`config.mk`:
```
export PLATFORM = sky130hd
export DESIGN_NAME = mesi_coh_ctrl
export DESIGN_NICKNAME = d
export VERILOG_FILES = /design/src/rtl/mesi_pkg.sv /design/src/rtl/mesi_line_store.sv /design/src/rtl/mesi_snoop.sv /design/src/rtl/mesi_coh_ctrl.sv
export SDC_FILE = /design/constraint.sdc
export NUM_CORES = 1
export LEC_CHECK = 0
export ABC_AREA = 1
export CAP_MARGIN = 20
export CORE_MARGIN = 3
export CORE_UTILIZATION = 45
export DETAILED_ROUTE_END_ITERATION = 12
export PLACE_DENSITY = 0.69
export SETUP_SLACK_MARGIN = 0.1
export SLEW_MARGIN = 0
export SYNTH_ARGS = -nofsm -noshare
export SYNTH_HDL_FRONTEND = slang
export SYNTH_SLANG_ARGS = --single-unit
export TNS_END_PERCENT = 5
```
`constraint.sdc`:
```
create_clock -name clk -period 3 [get_ports clk]
set_input_delay 0.3 -clock clk [delete_from_list [all_inputs] [get_ports clk]]
set_output_delay 0.3 -clock clk [all_outputs]
set_load 0.1 [all_outputs]
```
`src/rtl/mesi_pkg.sv`:
```
package mesi_pkg;
  typedef enum logic [1:0] {
    ST_I = 2'd0,
    ST_S = 2'd1,
    ST_E = 2'd2,
    ST_M = 2'd3
  } line_st_t;

  typedef enum logic [1:0] {
    BC_RD  = 2'd0,
    BC_RDX = 2'd1,
    BC_UPG = 2'd2,
    BC_WB  = 2'd3
  } bus_cmd_t;

  typedef enum logic [1:0] {
    F_IDLE = 2'd0,
    F_LOOK = 2'd1,
    F_REQ  = 2'd2,
    F_RESP = 2'd3
  } seq_t;
endpackage

```
`src/rtl/mesi_line_store.sv`:
```
module mesi_line_store
  import mesi_pkg::*;
#(
  parameter int LINES  = 4,
  parameter int TAG_W  = 5,
  parameter int LINE_W = 16,
  localparam int IDX_W = $clog2(LINES)
) (
  input  logic              clk,
  input  logic              rst,
  // port A: local request side
  input  logic [IDX_W-1:0]  a_idx,
  output line_st_t          a_st,
  output logic [TAG_W-1:0]  a_tag,
  output logic [LINE_W-1:0] a_data,
  input  logic              f_st_we,
  input  line_st_t          f_st,
  input  logic              f_tag_we,
  input  logic [TAG_W-1:0]  f_tag,
  input  logic              f_dat_we,
  input  logic [LINE_W-1:0] f_dat,
  // port B: snoop side
  input  logic [IDX_W-1:0]  b_idx,
  output line_st_t          b_st,
  output logic [TAG_W-1:0]  b_tag,
  output logic [LINE_W-1:0] b_data,
  input  logic              s_we,
  input  line_st_t          s_st
);
  line_st_t          st_q  [LINES];
  logic [TAG_W-1:0]  tag_q [LINES];
  logic [LINE_W-1:0] mem   [LINES];

  // state and tag: small flop arrays, local writer wins a tie
  always_ff @(posedge clk) begin
    if (rst) begin
      for (int i = 0; i < LINES; i++) begin
        st_q[i]  <= ST_I;
        tag_q[i] <= '0;
      end
    end else begin
      for (int i = 0; i < LINES; i++) begin
        if (f_st_we && a_idx == IDX_W'(i))
          st_q[i] <= f_st;
        else if (s_we && b_idx == IDX_W'(i))
          st_q[i] <= s_st;
        if (f_tag_we && a_idx == IDX_W'(i))
          tag_q[i] <= f_tag;
      end
    end
  end

  // line data: single write port, two asynchronous reads (distributed RAM)
  always_ff @(posedge clk) begin
    if (f_dat_we) mem[a_idx] <= f_dat;
  end

  assign a_st   = st_q[a_idx];
  assign a_tag  = tag_q[a_idx];
  assign a_data = mem[a_idx];
  assign b_st   = st_q[b_idx];
  assign b_tag  = tag_q[b_idx];
  assign b_data = mem[b_idx];

  AST_ONE_WRITER_PER_LINE: assert property (@(posedge clk) disable iff (rst)
    !(f_st_we && s_we && a_idx == b_idx)) else $error("two state writers on one line");
endmodule

```
`src/rtl/mesi_snoop.sv`:
```
module mesi_snoop
  import mesi_pkg::*;
#(
  parameter int TAG_W      = 5,
  parameter int LINE_W     = 16,
  parameter bit SHR_SUPPLY = 1'b0
) (
  input  logic              clk,
  input  logic              rst,
  input  logic              snp_vld,
  input  bus_cmd_t          snp_cmd,
  input  logic [TAG_W-1:0]  snp_tag,
  input  line_st_t          l_st,
  input  logic [TAG_W-1:0]  l_tag,
  input  logic [LINE_W-1:0] l_data,
  output logic              s_we,
  output line_st_t          s_st,
  output logic              rsp_hit,
  output logic              rsp_flush,
  output logic              rsp_wb,
  output logic [LINE_W-1:0] rsp_data
);
  logic present, act, give, dirty;

  assign present = (l_st != ST_I) && (l_tag == snp_tag);
  assign act     = snp_vld && present && (snp_cmd != BC_WB);

  always_comb begin
    s_st  = l_st;
    give  = 1'b0;
    dirty = 1'b0;
    unique case (snp_cmd)
      BC_RD: begin
        s_st  = ST_S;
        give  = (l_st == ST_E) || (l_st == ST_M) || ((l_st == ST_S) && SHR_SUPPLY);
        dirty = (l_st == ST_M);
      end
      BC_RDX: begin
        s_st  = ST_I;
        give  = (l_st == ST_E) || (l_st == ST_M) || ((l_st == ST_S) && SHR_SUPPLY);
        dirty = (l_st == ST_M);
      end
      BC_UPG: s_st = ST_I;
      default: s_st = l_st;
    endcase
  end

  assign s_we = act;

  always_ff @(posedge clk) begin
    if (rst) begin
      rsp_hit   <= 1'b0;
      rsp_flush <= 1'b0;
      rsp_wb    <= 1'b0;
      rsp_data  <= '0;
    end else begin
      rsp_hit   <= act;
      rsp_flush <= act && give;
      rsp_wb    <= act && dirty;
      rsp_data  <= (act && give) ? l_data : '0;
    end
  end

  AST_WB_NEEDS_FLUSH: assert property (@(posedge clk) disable iff (rst)
    rsp_wb |-> rsp_flush) else $error("dirty response without data");
  AST_FLUSH_NEEDS_COPY: assert property (@(posedge clk) disable iff (rst)
    rsp_flush |-> rsp_hit) else $error("data supplied without a copy");
  AST_UPG_NO_DATA: assert property (@(posedge clk) disable iff (rst)
    (snp_vld && snp_cmd == BC_UPG) |=> !rsp_flush) else $error("upgrade snoop supplied data");
  AST_INVALID_SILENT: assert property (@(posedge clk) disable iff (rst)
    (snp_vld && l_st == ST_I) |=> !rsp_hit) else $error("invalid line answered");
endmodule

```
`src/rtl/mesi_coh_ctrl.sv`:
```
module mesi_coh_ctrl
  import mesi_pkg::*;
#(
  parameter int ADDR_W     = 8,
  parameter int DATA_W     = 8,
  parameter int LINE_WORDS = 2,
  parameter int LINES      = 4,
  parameter bit SHR_SUPPLY = 1'b0,
  localparam int OFF_W  = $clog2(LINE_WORDS),
  localparam int IDX_W  = $clog2(LINES),
  localparam int TAG_W  = ADDR_W - IDX_W - OFF_W,
  localparam int LINE_W = DATA_W * LINE_WORDS,
  localparam int LA_W   = ADDR_W - OFF_W
) (
  input  logic              clk,
  input  logic              rst,
  input  logic              cpu_req,
  input  logic              cpu_we,
  input  logic [ADDR_W-1:0] cpu_addr,
  input  logic [DATA_W-1:0] cpu_wdata,
  output logic              cpu_ready,
  output logic              cpu_ack,
  output logic              cpu_hit,
  output logic [DATA_W-1:0] cpu_rdata,
  output logic              bus_req,
  output logic [1:0]        bus_cmd,
  output logic [LA_W-1:0]   bus_addr,
  output logic [LINE_W-1:0] bus_wdata,
  input  logic              bus_gnt,
  input  logic              bus_shared,
  input  logic              bus_c2c_vld,
  input  logic [LINE_W-1:0] bus_c2c_data,
  input  logic [LINE_W-1:0] bus_mem_data,
  input  logic              snp_vld,
  input  logic [1:0]        snp_cmd,
  input  logic [LA_W-1:0]   snp_addr,
  output logic              snp_hit,
  output logic              snp_flush,
  output logic              snp_wb,
  output logic [LINE_W-1:0] snp_data
);
  function automatic logic [DATA_W-1:0] get_word(input logic [LINE_W-1:0] l,
                                                 input logic [OFF_W-1:0] o);
    get_word = '0;
    for (int w = 0; w < LINE_WORDS; w++)
      if (o == OFF_W'(w)) get_word = l[w*DATA_W +: DATA_W];
  endfunction

  function automatic logic [LINE_W-1:0] put_word(input logic [LINE_W-1:0] l,
                                                 input logic [OFF_W-1:0] o,
                                                 input logic [DATA_W-1:0] d);
    put_word = l;
    for (int w = 0; w < LINE_WORDS; w++)
      if (o == OFF_W'(w)) put_word[w*DATA_W +: DATA_W] = d;
  endfunction

  seq_t              seq_q;
  logic              rq_we;
  logic [TAG_W-1:0]  rq_tag;
  logic [IDX_W-1:0]  rq_idx;
  logic [OFF_W-1:0]  rq_off;
  logic [DATA_W-1:0] rq_wdata;

  line_st_t          a_st, b_st, s_st, f_st;
  logic [TAG_W-1:0]  a_tag, b_tag;
  logic [LINE_W-1:0] a_data, b_data, f_dat, fill_src, fill_line;
  logic              f_st_we, f_tag_we, f_dat_we, s_we;
  logic              a_present, snp_same, local_hit;
  bus_cmd_t          cmd_c;
  bus_cmd_t          snp_cmd_t;
  logic [TAG_W-1:0]  snp_tag;
  logic [IDX_W-1:0]  snp_idx;

  assign snp_cmd_t = bus_cmd_t'(snp_cmd);
  assign snp_tag   = snp_addr[LA_W-1 -: TAG_W];
  assign snp_idx   = snp_addr[IDX_W-1:0];

  mesi_line_store #(.LINES(LINES), .TAG_W(TAG_W), .LINE_W(LINE_W)) u_store (
    .clk(clk), .rst(rst),
    .a_idx(rq_idx), .a_st(a_st), .a_tag(a_tag), .a_data(a_data),
    .f_st_we(f_st_we), .f_st(f_st), .f_tag_we(f_tag_we), .f_tag(rq_tag),
    .f_dat_we(f_dat_we), .f_dat(f_dat),
    .b_idx(snp_idx), .b_st(b_st), .b_tag(b_tag), .b_data(b_data),
    .s_we(s_we), .s_st(s_st)
  );

  mesi_snoop #(.TAG_W(TAG_W), .LINE_W(LINE_W), .SHR_SUPPLY(SHR_SUPPLY)) u_snoop (
    .clk(clk), .rst(rst),
    .snp_vld(snp_vld), .snp_cmd(snp_cmd_t), .snp_tag(snp_tag),
    .l_st(b_st), .l_tag(b_tag), .l_data(b_data),
    .s_we(s_we), .s_st(s_st),
    .rsp_hit(snp_hit), .rsp_flush(snp_flush), .rsp_wb(snp_wb), .rsp_data(snp_data)
  );

  // lookup of the pending request against the current (post-snoop) line
  assign a_present = (a_st != ST_I) && (a_tag == rq_tag);
  assign local_hit = a_present && (!rq_we || a_st != ST_S);
  assign snp_same  = snp_vld && (snp_idx == rq_idx);

  // command chosen afresh every cycle from the live line state
  always_comb begin
    if (a_st == ST_M && a_tag != rq_tag)  cmd_c = BC_WB;
    else if (a_present && rq_we)          cmd_c = BC_UPG;
    else if (rq_we)                       cmd_c = BC_RDX;
    else                                  cmd_c = BC_RD;
  end

  assign fill_src  = bus_c2c_vld ? bus_c2c_data : bus_mem_data;
  assign fill_line = rq_we ? put_word(fill_src, rq_off, rq_wdata) : fill_src;

  assign cpu_ready = (seq_q == F_IDLE);
  assign bus_req   = (seq_q == F_REQ);
  assign bus_cmd   = cmd_c;
  assign bus_addr  = (cmd_c == BC_WB) ? {a_tag, rq_idx} : {rq_tag, rq_idx};
  assign bus_wdata = (bus_req && cmd_c == BC_WB) ? a_data : '0;

  // array write controls
  always_comb begin
    f_st_we  = 1'b0;
    f_st     = a_st;
    f_tag_we = 1'b0;
    f_dat_we = 1'b0;
    f_dat    = put_word(a_data, rq_off, rq_wdata);
    unique case (seq_q)
      F_LOOK: if (!snp_same && local_hit && rq_we) begin
        f_st_we  = 1'b1;
        f_st     = ST_M;
        f_dat_we = 1'b1;
      end
      F_REQ: if (bus_gnt) begin
        if (cmd_c == BC_WB) begin
          f_st_we = 1'b1;
          f_st    = ST_I;
        end else if (cmd_c == BC_UPG) begin
          f_st_we  = 1'b1;
          f_st     = ST_M;
          f_dat_we = 1'b1;
        end
      end
      F_RESP: begin
        f_st_we  = 1'b1;
        f_st     = rq_we ? ST_M : (bus_shared ? ST_S : ST_E);
        f_tag_we = 1'b1;
        f_dat_we = 1'b1;
        f_dat    = fill_line;
      end
      default: ;
    endcase
  end

  // request sequencer
  always_ff @(posedge clk) begin
    if (rst) begin
      seq_q     <= F_IDLE;
      rq_we     <= 1'b0;
      rq_tag    <= '0;
      rq_idx    <= '0;
      rq_off    <= '0;
      rq_wdata  <= '0;
      cpu_ack   <= 1'b0;
      cpu_hit   <= 1'b0;
      cpu_rdata <= '0;
    end else begin
      cpu_ack <= 1'b0;
      unique case (seq_q)
        F_IDLE: if (cpu_req) begin
          rq_we    <= cpu_we;
          rq_tag   <= cpu_addr[ADDR_W-1 -: TAG_W];
          rq_idx   <= cpu_addr[OFF_W +: IDX_W];
          rq_off   <= cpu_addr[OFF_W-1:0];
          rq_wdata <= cpu_wdata;
          seq_q    <= F_LOOK;
        end
        F_LOOK: if (!snp_same) begin
          if (local_hit) begin
            cpu_ack   <= 1'b1;
            cpu_hit   <= 1'b1;
            cpu_rdata <= rq_we ? rq_wdata : get_word(a_data, rq_off);
            seq_q     <= F_IDLE;
          end else begin
            seq_q <= F_REQ;
          end
        end
        F_REQ: if (bus_gnt) begin
          if (cmd_c == BC_UPG) begin
            cpu_ack   <= 1'b1;
            cpu_hit   <= 1'b0;
            cpu_rdata <= rq_wdata;
            seq_q     <= F_IDLE;
          end else if (cmd_c != BC_WB) begin
            seq_q <= F_RESP;
          end
        end
        F_RESP: begin
          cpu_ack   <= 1'b1;
          cpu_hit   <= 1'b0;
          cpu_rdata <= get_word(fill_line, rq_off);
          seq_q     <= F_IDLE;
        end
        default: seq_q <= F_IDLE;
      endcase
    end
  end

  AST_ACK_ONE_CYCLE: assert property (@(posedge clk) disable iff (rst)
    cpu_ack |=> !cpu_ack) else $error("acknowledge longer than a cycle");
  AST_UPG_ACKS_NEXT: assert property (@(posedge clk) disable iff (rst)
    (bus_req && bus_gnt && bus_cmd == 2'd2) |=> (cpu_ack && !cpu_hit)) else $error("upgrade not finished");
  AST_FILL_ACKS_LATER: assert property (@(posedge clk) disable iff (rst)
    (bus_req && bus_gnt && bus_cmd[1] == 1'b0) |=> !cpu_ack ##1 (cpu_ack && !cpu_hit)) else $error("fill timing");
  AST_WB_THEN_FILL: assert property (@(posedge clk) disable iff (rst)
    (bus_req && bus_gnt && bus_cmd == 2'd3) |=> (bus_req && bus_cmd != 2'd3)) else $error("no fill after write-back");
  AST_NO_SNOOP_IN_GRANT: assert property (@(posedge clk) disable iff (rst)
    !(bus_gnt && snp_vld)) else $error("snoop during own grant");
endmodule

```
==> results.yml, run 1 <==
die:
  pin_count: 121
  initial_core_util_pct: 46.6
  dieHeight_um: 135
  floorplan.die.width_um: 135
  rows: 46
  dieArea_um2: 18300
  core_um2: 16100
setup_path:
  cp-end-kind: "primary output"
  worstPathCellList: "o21ai_0, nand2_1, nor2_2, nand3_1, buf_4, nor2_2, buf_12"
  worst_r2r_path_depth: 12
  rrSetupSlack_ns: 0.45
  critical-path-max-stage-delay_ns: 0.42
  cp_common_cell: "nor2_2"
  critPathKind: "register to primary output"
  cp-start-kind: "register"
  slowest_stage: "dfxtp_4"
  critPathArrivalTime_ns: 2.44
  cp.required_ns: 2.70
  path_max_fanout: 20
  rr_endpoint: "u_store.mem[1][14]$_DFFE_PP_"
cells_and_area:
  area_delta_synth_final_pct: 29.5
  layout-drive-gt1-share_pct: 14.8
  nNetsFinal: 1122
  fill_cells: 1407
  num_antenna_cells: 0
  final_core_util_pct: 60.3
  multi_input_area_um2: 3280
  seq_area_um2: 3770
timing:
  slew_headroom_pct: 34.3
  fin_skew_ns: 0.0139
  rsz0062_at_grt: "false"
  max_freq_mhz: 365
  post-route-min-period_ns: 2.74
  hold_violations: 0
  tightest_slew_ns: 0.983
  hold_slack_ns: 0.506
  setup_viol: 0
  setup_tns_ns: 0
  drv_slew: 0
  fin_crit_sh_pct: 91.2
yosys:
  synth_cell_types: 36
  yosys_warnings: 0
  synth_seq_cells: 142
  avgSynthCellArea_um2: 7.96
  ys_seq_area_share_pct: 50.2
  synth_cells: 943
  syn_nets: 1008
  synth_area_um2: 7500
power:
  power.density_nw_per_um2: 834
  vdd_drop_max_v: 0.000629
  leakage_nw: 3.91
placement:
  hpwl_mm: 16.1
  gp_congestion: 0.972
  io_buffers: 120
global_route:
  grt_max_degree: 43
  grt_pass1_wl_mm: 35.0
  first_global_vias: 6347
  antenna_found_initial: 0
  gr-total-overflow: 0
  track_usage_pct: 24.6
routing:
  wl_per_cell_um: 17.2
  drt_iter0_markers: 713
  drc_errors: 0
  drt-vias-per-instance: 5.41
  dr.pass1.iters: 6
  ant_nets: 0
  vias: 6956
  routed_wl_mm: 22.1
min_path:
  min_delay_worst_endpoint: "rq_wdata[4]$_SDFFE_PP0P_"
  min_from: "cpu_wdata[4]"
  hold_class: "primary input to register"
  hold_path_depth: 3
clock_tree:
  cts-root-buf: "clkbuf_16"
  clock_path_buffers: 2
  cts_sinks: 142
  cts_hold_buf: 0
  numCtsBuffers: 17
  clk_latency_ns: 0.42
  cts_tree: "done"
  cts_max_level: 4
  clk_pin_slew_worst_paths_ns: 0.06
status:
  status: "finished clean"
run:
  max-cap-violations: 0
## layer usage
layer	global-route usage, %	share of wire, %	vias up
li1	-	-	3472
met3	6.43	9.8	21
met1	37.0	46	3122
met5	0	0	-
met4	6.10	1.5	0
met2	35.5	43	341
## cells by family (layout without fill, tap and decap cells)
| kind of cell | after synthesis | count (layout) | share of synthesized area [%] |
|---|---|---|---|
| xor gates and xnor gates | 3 | 3 | 0.350 |
| DFF | 142 | 142 | 50.2 |
| AOI/OAI and AO/OA | 232 | 232 | 17.6 |
| buffers and inverters | 124 | 251 | 6.74 |
| and+or+nand+nor | 442 | 442 | 25.1 |
## synth_stat cells, drive strengths merged
master / number / area share [%]
a211oi: 2 / 0.27
a21oi: 66 / 4.4
a221oi: 21 / 2.5
a22oi: 6 / 0.80
a31oi: 3 / 0.25
buf: 18 / 1.4
clkbuf: 33 / 1.7
clkinv: 2 / 0.10
dfxtp: 50 / 13
edfxtp: 92 / 37
inv: 71 / 3.6
nand2: 245 / 12
nand3: 92 / 6.3
nand4: 6 / 0.50
nor2: 94 / 5.3
nor3: 4 / 0.48
nor3b: 1 / 0.17
o211ai: 11 / 1.1
o21ai: 117 / 7.9
o21bai: 1 / 0.10
o22ai: 5 / 0.42
xnor2: 1 / 0.12
xor2: 2 / 0.23
## timing repair
action / 4_1_cts / 5_1_grt
hold endpoints to repair: 0 / 0
resized for setup: 0 / 4
setup buffers: 0 / 0
endpoints found under the setup margin: 0 / 97
## cells in the final DEF (no fill, tap or decap), types with 5 or more instances in the layout
cell type        Yosys  layout
nor2_1              81      63
clkdlybuf4s50_1      0      70
nand4_1              6       6
inv_2                5       6
buf_4                1      52
o22ai_1              5       5
nor2_2              10      27
o211ai_1            11      11
o21ai_1              0       5
clkbuf_16            0      17
edfxtp_1            92      92
inv_1               66      65
dfxtp_1             50      49
buf_12               0      23
a221oi_1            21      21
nand3_1             90      90
a21oi_1             66      66
nand2_1            242     242
o21ai_0            116     111
## final cells by class
cell class | count | area share, %
sequential | 142 | 38.8
multi-input combinational | 677 | 33.8
timing repair buffer | 146 | 16.1
clock buffer | 20 | 4.70
inverter | 73 | 2.82
tap | 216 | 2.78
clock inverter | 12 | 1.04
## worst max path at each step
| stage | startpoint | slack, ns | to | depth (start not counted) |
|---|---|---|---|---|
| after floorplan | seq_q[1]$_SDFFE_PP0P_ | -0.13 | bus_wdata[10] | 5 |
| after global placement | snp_addr[1] | 0.36 | u_store.st_q[1][1]$_SDFFCE_PN0P_ | 8 |
| after detailed placement | snp_addr[1] | 0.31 | u_store.st_q[2][1]$_SDFFCE_PN0P_ | 8 |
| after CTS | register | 0.12 | bus_wdata[12] | 11 |
| after global routing | register | 0.11 | bus_wdata[12] | 11 |
| final | register | 0.26 | bus_wdata[12] | 7 |
## critical path: cells and delay by family (launching register included)
family	cells	cell delay (ns)
AND/OR/NAND/NOR	4	0.75
buffers and inverters	2	0.44
flip-flops	1	0.42
AO/OA/AOI/OAI	1	0.40
## power by group
part	leakage, nW	total [mW]	internal [mW]	switching, mW
clock	0.276	2.00	1.12	0.872
sequential	1.28	2.59	2.42	0.167
combinational	2.35	3.52	0.990	2.53
## state kept, by name (all words and copies together), names as in the netlist, named ones only
signal,count
rq_idx,2
cpu_rdata,8
u_snoop.rsp_data,16
rq_tag,5
u_store.tag_q,20
cpu_hit,1
u_store.mem,64
cpu_ack,1
rq_wdata,8
u_snoop.rsp_hit,1
u_store.st_q,8
u_snoop.rsp_wb,1
seq_q,2
rq_we,1
rq_off,1
u_snoop.rsp_flush,1
## per-stage QoR
step	cells	total power, mW	area, µm²	setup WS, ns
finish	1286	8.10	9720	0.263
detailed placement	1254	6.07	9150	0.312
global placement	1254	6.05	9150	0.363
CTS	1286	8.07	9710	0.124
floorplan	943	4.94	7550	-0.134
global route	1286	8.52	9720	0.114
(Power assumes the default switching activity.)
==> run 2: changes to the inputs <==
--- a/config.mk
+++ b/config.mk
@@ -9,6 +9,7 @@
 export CAP_MARGIN = 20
 export CORE_MARGIN = 3
 export CORE_UTILIZATION = 45
+export CTS_CLUSTER_SIZE = 14
 export DETAILED_ROUTE_END_ITERATION = 12
 export PLACE_DENSITY = 0.69
 export SETUP_SLACK_MARGIN = 0.1
==> results of run 2 <==
Same layout as run 1: the final DEF is identical, and so are final timing and power.
==> run 3: changes to the inputs <==
--- a/config.mk
+++ b/config.mk
@@ -13,7 +13,7 @@
 export DETAILED_ROUTE_END_ITERATION = 12
 export PLACE_DENSITY = 0.69
 export SETUP_SLACK_MARGIN = 0.1
-export SLEW_MARGIN = 0
+export SLEW_MARGIN = 20
 export SYNTH_ARGS = -nofsm -noshare
 export SYNTH_HDL_FRONTEND = slang
 export SYNTH_SLANG_ARGS = --single-unit
==> results of run 3 <==
Same layout as run 1: the final DEF is identical, and so are final timing and power.
